===== src/rtl/cfgsec_pkg.sv =====
package cfgsec_pkg;
    localparam int DATA_W = 8;

    typedef enum logic [2:0] {
        OP_NOP      = 3'd0,
        OP_SIG_WR   = 3'd1,
        OP_SIG_RD   = 3'd2,
        OP_CFG_PROG = 3'd3,
        OP_CFG_VFY  = 3'd4,
        OP_PRELOAD  = 3'd5,
        OP_SECURE   = 3'd6,
        OP_ERASE    = 3'd7
    } cmd_op_e;

    typedef enum logic [1:0] {
        ST_IDLE,
        ST_REPLY,
        ST_REFUSE,
        ST_WIPE
    } ctl_state_e;
endpackage


===== src/rtl/cfgsec_sig_bank.sv =====
module cfgsec_sig_bank #(
    parameter int NBYTES = 8,
    parameter int BW     = 8,
    localparam int IW    = $clog2(NBYTES)
) (
    input  logic          clk,
    input  logic          rst_n,
    input  logic          we,
    input  logic          clr,
    input  logic [IW-1:0] idx,
    input  logic [BW-1:0] wdata,
    output logic [BW-1:0] rdata
);
    logic [BW-1:0] bytes_w [NBYTES];

    for (genvar g = 0; g < NBYTES; g++) begin : g_byte
        logic [BW-1:0] byte_q;
        always_ff @(posedge clk or negedge rst_n) begin
            if (!rst_n)
                byte_q <= '0;
            else if (clr)
                byte_q <= '0;
            else if (we && (idx == IW'(g)))
                byte_q <= wdata;
        end
        assign bytes_w[g] = byte_q;
    end

    assign rdata = bytes_w[idx];


    sig_clr_chk: assert property (@(posedge clk) disable iff (!rst_n)
        clr |=> (rdata == '0));
endmodule


===== src/rtl/cfgsec_cfg_store.sv =====
module cfgsec_cfg_store #(
    parameter int DEPTH = 16,
    parameter int DW    = 8,
    localparam int AW   = $clog2(DEPTH)
) (
    input  logic          clk,
    input  logic          rst_n,
    input  logic          we,
    input  logic [AW-1:0] waddr,
    input  logic [DW-1:0] wdata,
    input  logic [AW-1:0] raddr,
    output logic [DW-1:0] rdata
);
    logic [DW-1:0] mem_q [DEPTH];

    always_ff @(posedge clk or negedge rst_n) begin
        if (!rst_n) begin
            for (int i = 0; i < DEPTH; i++) mem_q[i] <= '0;
        end else if (we) begin
            mem_q[waddr] <= wdata;
        end
    end

    assign rdata = mem_q[raddr];
endmodule


===== src/rtl/cfgsec_fsm.sv =====
module cfgsec_fsm
    import cfgsec_pkg::*;
#(
    parameter int DEPTH  = 16,
    parameter int NREG   = 8,
    parameter int SIG_IW = 3,
    localparam int AW    = $clog2(DEPTH)
) (
    input  logic              clk,
    input  logic              rst_n,
    input  logic              cmd_valid,
    input  logic [2:0]        cmd_op,
    input  logic [AW-1:0]     cmd_addr,
    input  logic [DATA_W-1:0] cmd_wdata,
    input  logic [DATA_W-1:0] sig_rdata,
    input  logic [DATA_W-1:0] cfg_rdata,
    output logic              sig_we,
    output logic              sig_clr,
    output logic [SIG_IW-1:0] sig_idx,
    output logic              cfg_we,
    output logic [AW-1:0]     cfg_waddr,
    output logic [DATA_W-1:0] cfg_wdata,
    output logic              cmd_ready,
    output logic              rsp_valid,
    output logic [DATA_W-1:0] rsp_data,
    output logic              deny,
    output logic              secured,
    output logic [NREG-1:0]   preload_q
);
    ctl_state_e        state_q, state_d;
    cmd_op_e           op;
    logic              sec_q;
    logic [AW-1:0]     wipe_q;
    logic [DATA_W-1:0] data_q;
    logic              accept, refused, wipe_last;

    assign op        = cmd_op_e'(cmd_op);
    assign accept    = cmd_valid && (state_q == ST_IDLE);
    assign refused   = sec_q && ((op == OP_CFG_VFY) || (op == OP_CFG_PROG) || (op == OP_PRELOAD));
    assign wipe_last = (wipe_q == AW'(DEPTH - 1));

    // next-state logic
    always_comb begin
        state_d = state_q;
        unique case (state_q)
            ST_IDLE: begin
                if (accept) begin
                    if (refused)
                        state_d = ST_REFUSE;
                    else if ((op == OP_SIG_RD) || (op == OP_CFG_VFY))
                        state_d = ST_REPLY;
                    else if (op == OP_ERASE)
                        state_d = ST_WIPE;
                end
            end
            ST_REPLY:  state_d = ST_IDLE;
            ST_REFUSE: state_d = ST_IDLE;
            ST_WIPE:   if (wipe_last) state_d = ST_IDLE;
        endcase
    end

    // state register and datapath registers
    always_ff @(posedge clk or negedge rst_n) begin
        if (!rst_n) begin
            state_q   <= ST_IDLE;
            sec_q     <= 1'b0;
            wipe_q    <= '0;
            data_q    <= '0;
            preload_q <= '0;
        end else begin
            state_q <= state_d;
            if (accept && (op == OP_SECURE))
                sec_q <= 1'b1;
            else if ((state_q == ST_WIPE) && wipe_last)
                sec_q <= 1'b0;
            if (accept && (op == OP_ERASE))
                wipe_q <= '0;
            else if (state_q == ST_WIPE)
                wipe_q <= wipe_q + 1'b1;
            if (accept && (op == OP_SIG_RD))
                data_q <= sig_rdata;
            else if (accept && (op == OP_CFG_VFY))
                data_q <= cfg_rdata;
            if (accept && (op == OP_PRELOAD) && !sec_q)
                preload_q <= cmd_wdata[NREG-1:0];
        end
    end

    // outputs and strobes
    always_comb begin
        cmd_ready = 1'b0;
        rsp_valid = 1'b0;
        deny      = 1'b0;
        rsp_data  = '0;
        cfg_we    = 1'b0;
        cfg_waddr = cmd_addr;
        cfg_wdata = cmd_wdata;
        unique case (state_q)
            ST_IDLE: begin
                cmd_ready = 1'b1;
                cfg_we    = cmd_valid && (op == OP_CFG_PROG) && !sec_q;
            end
            ST_REPLY: begin
                rsp_valid = 1'b1;
                rsp_data  = data_q;
            end
            ST_REFUSE: deny = 1'b1;
            ST_WIPE: begin
                cfg_we    = 1'b1;
                cfg_waddr = wipe_q;
                cfg_wdata = '0;
            end
        endcase
    end

    assign sig_we  = accept && (op == OP_SIG_WR);
    assign sig_clr = accept && (op == OP_ERASE);
    assign sig_idx = cmd_addr[SIG_IW-1:0];
    assign secured = sec_q;


    vfy_after_secure_chk: assert property (@(posedge clk) disable iff (!rst_n)
        (accept && (op == OP_SECURE)) |=> secured);

    refuse_vfy_chk: assert property (@(posedge clk) disable iff (!rst_n)
        (accept && sec_q && (op == OP_CFG_VFY)) |=> (deny && !rsp_valid && (rsp_data == '0)));

    deny_single_chk: assert property (@(posedge clk) disable iff (!rst_n)
        deny |=> !deny);

    sig_reply_chk: assert property (@(posedge clk) disable iff (!rst_n)
        (accept && (op == OP_SIG_RD)) |=> (rsp_valid && !deny && !cmd_ready));

    sec_sticky_chk: assert property (@(posedge clk) disable iff (!rst_n)
        (sec_q && (state_q != ST_WIPE)) |=> sec_q);

    erase_hold_chk: assert property (@(posedge clk) disable iff (!rst_n)
        (accept && (op == OP_ERASE)) |=> (!cmd_ready && (secured == $past(secured))));
endmodule


===== src/rtl/cfgsec_ctrl.sv =====
module cfgsec_ctrl
    import cfgsec_pkg::*;
#(
    parameter int DEPTH     = 16,
    parameter int NREG      = 8,
    parameter int SIG_BYTES = 8,
    localparam int AW       = $clog2(DEPTH),
    localparam int SIG_IW   = $clog2(SIG_BYTES)
) (
    input  logic              clk,
    input  logic              rst_n,
    input  logic              cmd_valid,
    input  logic [2:0]        cmd_op,
    input  logic [AW-1:0]     cmd_addr,
    input  logic [DATA_W-1:0] cmd_wdata,
    output logic              cmd_ready,
    output logic              rsp_valid,
    output logic [DATA_W-1:0] rsp_data,
    output logic              deny,
    output logic              secured,
    output logic [NREG-1:0]   preload_q
);
    logic              sig_we, sig_clr, cfg_we;
    logic [SIG_IW-1:0] sig_idx;
    logic [AW-1:0]     cfg_waddr;
    logic [DATA_W-1:0] cfg_wdata, sig_rdata, cfg_rdata;

    cfgsec_fsm #(.DEPTH(DEPTH), .NREG(NREG), .SIG_IW(SIG_IW)) u_fsm (
        .clk(clk), .rst_n(rst_n),
        .cmd_valid(cmd_valid), .cmd_op(cmd_op), .cmd_addr(cmd_addr), .cmd_wdata(cmd_wdata),
        .sig_rdata(sig_rdata), .cfg_rdata(cfg_rdata),
        .sig_we(sig_we), .sig_clr(sig_clr), .sig_idx(sig_idx),
        .cfg_we(cfg_we), .cfg_waddr(cfg_waddr), .cfg_wdata(cfg_wdata),
        .cmd_ready(cmd_ready), .rsp_valid(rsp_valid), .rsp_data(rsp_data),
        .deny(deny), .secured(secured), .preload_q(preload_q)
    );

    cfgsec_sig_bank #(.NBYTES(SIG_BYTES), .BW(DATA_W)) u_sig (
        .clk(clk), .rst_n(rst_n), .we(sig_we), .clr(sig_clr),
        .idx(sig_idx), .wdata(cmd_wdata), .rdata(sig_rdata)
    );

    cfgsec_cfg_store #(.DEPTH(DEPTH), .DW(DATA_W)) u_store (
        .clk(clk), .rst_n(rst_n), .we(cfg_we), .waddr(cfg_waddr),
        .wdata(cfg_wdata), .raddr(cmd_addr), .rdata(cfg_rdata)
    );
endmodule


===== config.mk =====
export PLATFORM = sky130hd
export DESIGN_NAME = cfgsec_ctrl
export DESIGN_NICKNAME = d
export VERILOG_FILES = /design/src/rtl/cfgsec_pkg.sv /design/src/rtl/cfgsec_sig_bank.sv /design/src/rtl/cfgsec_cfg_store.sv /design/src/rtl/cfgsec_fsm.sv /design/src/rtl/cfgsec_ctrl.sv
export SDC_FILE = /design/constraint.sdc
export NUM_CORES = 1
export LEC_CHECK = 0
export ABC_AREA = 1
export BUFFER_PORTS_ARGS = -buffer_cell sky130_fd_sc_hd__clkbuf_2
export CAP_MARGIN = 20
export CORE_UTILIZATION = 28
export CTS_CLUSTER_SIZE = 20
export DETAILED_ROUTE_END_ITERATION = 10
export HOLD_SLACK_MARGIN = 0.03
export PLACE_DENSITY_LB_ADDON = 0.1
export SLEW_MARGIN = 0
export SYNTH_ARGS = -nofsm -noshare
export SYNTH_HDL_FRONTEND = slang
export SYNTH_SLANG_ARGS = --single-unit

===== constraint.sdc =====
create_clock -name clk -period 1.8 [get_ports clk]
set_input_delay 0.09 -clock clk [delete_from_list [all_inputs] [get_ports clk]]
set_output_delay 0.09 -clock clk [all_outputs]
set_load 0.02 [all_outputs]

==> metrics <==
status complete, but fails checks; failing checks setup timing; final hold violation count 0; Non-Filler Instances 2008; R2R Path Start u_fsm.state_q[0]; # clock sinks 215; pre-CTS WS -0.163 ns; via count 9536; Syn Inst Count 1370; top cell type's share of synthesized area 0.519; worst hold path class in2async; CTS Buffer Depth 3; Mapped Nets 1394; die area 37800 µm²; # IOs 38; Leak Pwr 7.07 nW; layout cell share with drive strength beyond 1 0.315; global-route wire length before repair 55500 µm; PortBufs 37; most common cell after layout, fill and taps aside nand2_1; R2R setup slack -0.20 ns; WP buf/inv 5; hpwl dp 23300 µm; Routability Congestion 0.789; crit-path max FO 8; initial drt markers 526; clock insertion delay at the later pin of the skew report 0.53 ns; ant diodes 0; Post-DRT Antenna Nets 0; post-synth top area cell dfrtp_1; reg2reg path depth 13; Max VDD drop 685 µV; minimum clock period 2.00 ns; # DRC 0; cells along the critical path inv_2, ha_4, nand2_4, nor2_4, nand3_2, a21oi_4, buf_12, inv_16, buf_12, nor2_4, buf_12, nor2_2, a21oi_1; Initial Util 0.284; fin util 0.405; Peak Freq 499 MHz; crit end category register; CTS tree built; Seq/Total Area, Yosys 0.519; most used cell, CP buf_12; crit path max-delay cell type dfrtp_1; Worst-Margin Slew 0.720 ns; initial antenna violation count 0; FILL cells 3779; Required @ worst endpoint 2.25 ns; Slew Viols, Final 0; number of cells on the critical path 13; crit-path leading delay family buffers and inverters; # H-tree levels 1; crit share post-route 1.11; Seq cells post-synth 215; placed insts 1906; Post-Syn Area 10400 µm²; WS Path Type reg2reg; Post-synth EDFFs 0; Layout area overhead 42.6%; post-DR vias/cell 4.75; largest cells by area after synthesis dfrtp_1 (52%), nand2_1 (20%), o21ai_0 (8.6%); Pwr Total 20.3 mW; First-pass DRT Iterations 5; # Max-Cap Violations 0; largest net degree at the start of global routing 50; Root Buffer Master clkbuf_16; pwr dens 1370 nW/µm²; Post-synth ARST share 1.00; Worst path max stage delay 0.40 ns; Hold WS 0.0728 ns; Distinct cells, synth 23; number of global-route vias before repair 9135; syn_area_per_cell 7.56 µm²; FP Rows 70; WL final 37100 µm; die height 194 µm; commonest non-fill, non-tap cells in the layout nand2_1 (447), dfrtp_1 (215), nand3_1 (78); Final WS setup -0.203 ns; RR Endpoint u_store.mem_q[62]; Setup-failing EPs final 195; relative max-transition margin 0.518; Core ar. 36500 µm²; Yosys Warn Count 0; Max Clock Skew 0.0123 ns; total global routing overflow 0; CTS clk-pin slew, worst paths 0.06 ns; nets 1544; RSZ-0062 raised after global routing true; Worst setup SP type register; CP arrival 2.46 ns; Die W 194 µm; Num CTS Buffers 26; overall global routing resource usage 0.190; Synth Flop Type dfrtp_1; WL/cell 18.5 µm
cells in the mapped netlist (3+ instances only):
| cell | count |
|---|---|
| nand2_1 | 539 |
| dfrtp_1 | 215 |
| o21ai_0 | 178 |
| nor2_1 | 87 |
| nand3_1 | 85 |
| inv_1 | 80 |
| a21oi_1 | 66 |
| clkbuf_1 | 49 |
| buf_1 | 13 |
| nand4_1 | 9 |
| nor2_4 | 8 |
| buf_2 | 7 |
| ha_1 | 6 |
| buf_4 | 5 |
| inv_2 | 5 |
| o21ai_2 | 4 |
| a31oi_1 | 3 |
| nor2_2 | 3 |
where the power goes:
part	internal, mW	switching (mW)
Combinational	3.08	3.67
Sequential	6.82	1.30
Clock	3.30	2.13
Total	13.2	7.09
what timing repair did:
action / CTS / global route
cloned: 3 / 14
gates resized for setup: 81 / 404
setup endpoints to repair: 200 / 208
pin swaps: 9 / 23
hold endpoints to repair: 224 / 0
hold buffers: 11 / 0
setup buffers: 15 / 14
worst register-to-register path: stages (launching register included):
cell	delay (ns)
dfrtp_1	0.40
inv_2	0.09
ha_4	0.16
nand2_4	0.07
nor2_4	0.10
nand3_2	0.11
a21oi_4	0.17
buf_12	0.16
inv_16	0.05
buf_12	0.13
nor2_4	0.17
buf_12	0.18
nor2_2	0.04
a21oi_1	0.12
kinds of logic (layout without fill, tap and decap cells):
family / count (synthesis) / count (layout) / synth area share
AND/OR/NAND/NOR: 733 / 733 / 0.285
AO/OA/AOI/OAI: 254 / 254 / 0.126
buffers and inverters: 161 / 331 / 0.0624
flip-flops: 215 / 215 / 0.519
adder cells (fa/ha/maj): 6 / 6 / 0.00724
XOR/XNOR: 1 / 1 / 0.000845
layer usage:
layer | GRT usage | part of all wire | vias to the layer above | wire length, µm
li1 | - | - | 4699 | -
met1 | 0.264 | 0.46 | 4603 | 17100
met2 | 0.306 | 0.47 | 171 | 17400
met3 | 0.0262 | 0.037 | 63 | 1350
met4 | 0.0579 | 0.032 | 0 | 1170
met5 | 0 | 0 | - | 0
registers in the layout, indices dropped and copies added (netlist names):
name / flops
u_fsm.state_q: 2
u_fsm.preload_q: 8
u_fsm.data_q: 8
u_fsm.wipe_q: 4
u_fsm.secured: 1
u_sig.g_byte.byte_q: 64
u_store.mem_q: 128
worst max path at each step:
| stage | endpoint | start |
|---|---|---|
| 2_1_floorplan | u_store.mem_q[103] | u_fsm.state_q[1] |
| 3_3_place_gp | u_store.mem_q[6] | u_fsm.state_q[1] |
| 3_5_place_dp | u_store.mem_q[29] | u_fsm.state_q[0] |
| 4_1_cts | u_store.mem_q[114] | u_fsm.state_q[0] |
| 5_1_grt | u_store.mem_q[127] | u_fsm.state_q[0] |
| 6_report | u_store.mem_q[62] | u_fsm.state_q[0] |
layout make-up:
cell class,count,area [µm²],area share
tap,468,586,0.0396
sequential,215,5380,0.364
timing repair buffer,198,2250,0.152
clock buffer,38,787,0.0533
clock inverter,10,100,0.00677
multi-input combinational,994,5320,0.360
inverter,85,348,0.0235
through the flow:
stage          setup TNS [ns]  cell area (µm²)
6_report               -23.45            14800
3_5_place_dp           -14.00            12100
5_1_grt                -42.15            14800
3_3_place_gp           -14.85            12100
2_1_floorplan          -14.80            10400
4_1_cts                -11.34            13500
No activity file was read; power rests on OpenSTA's default activity.
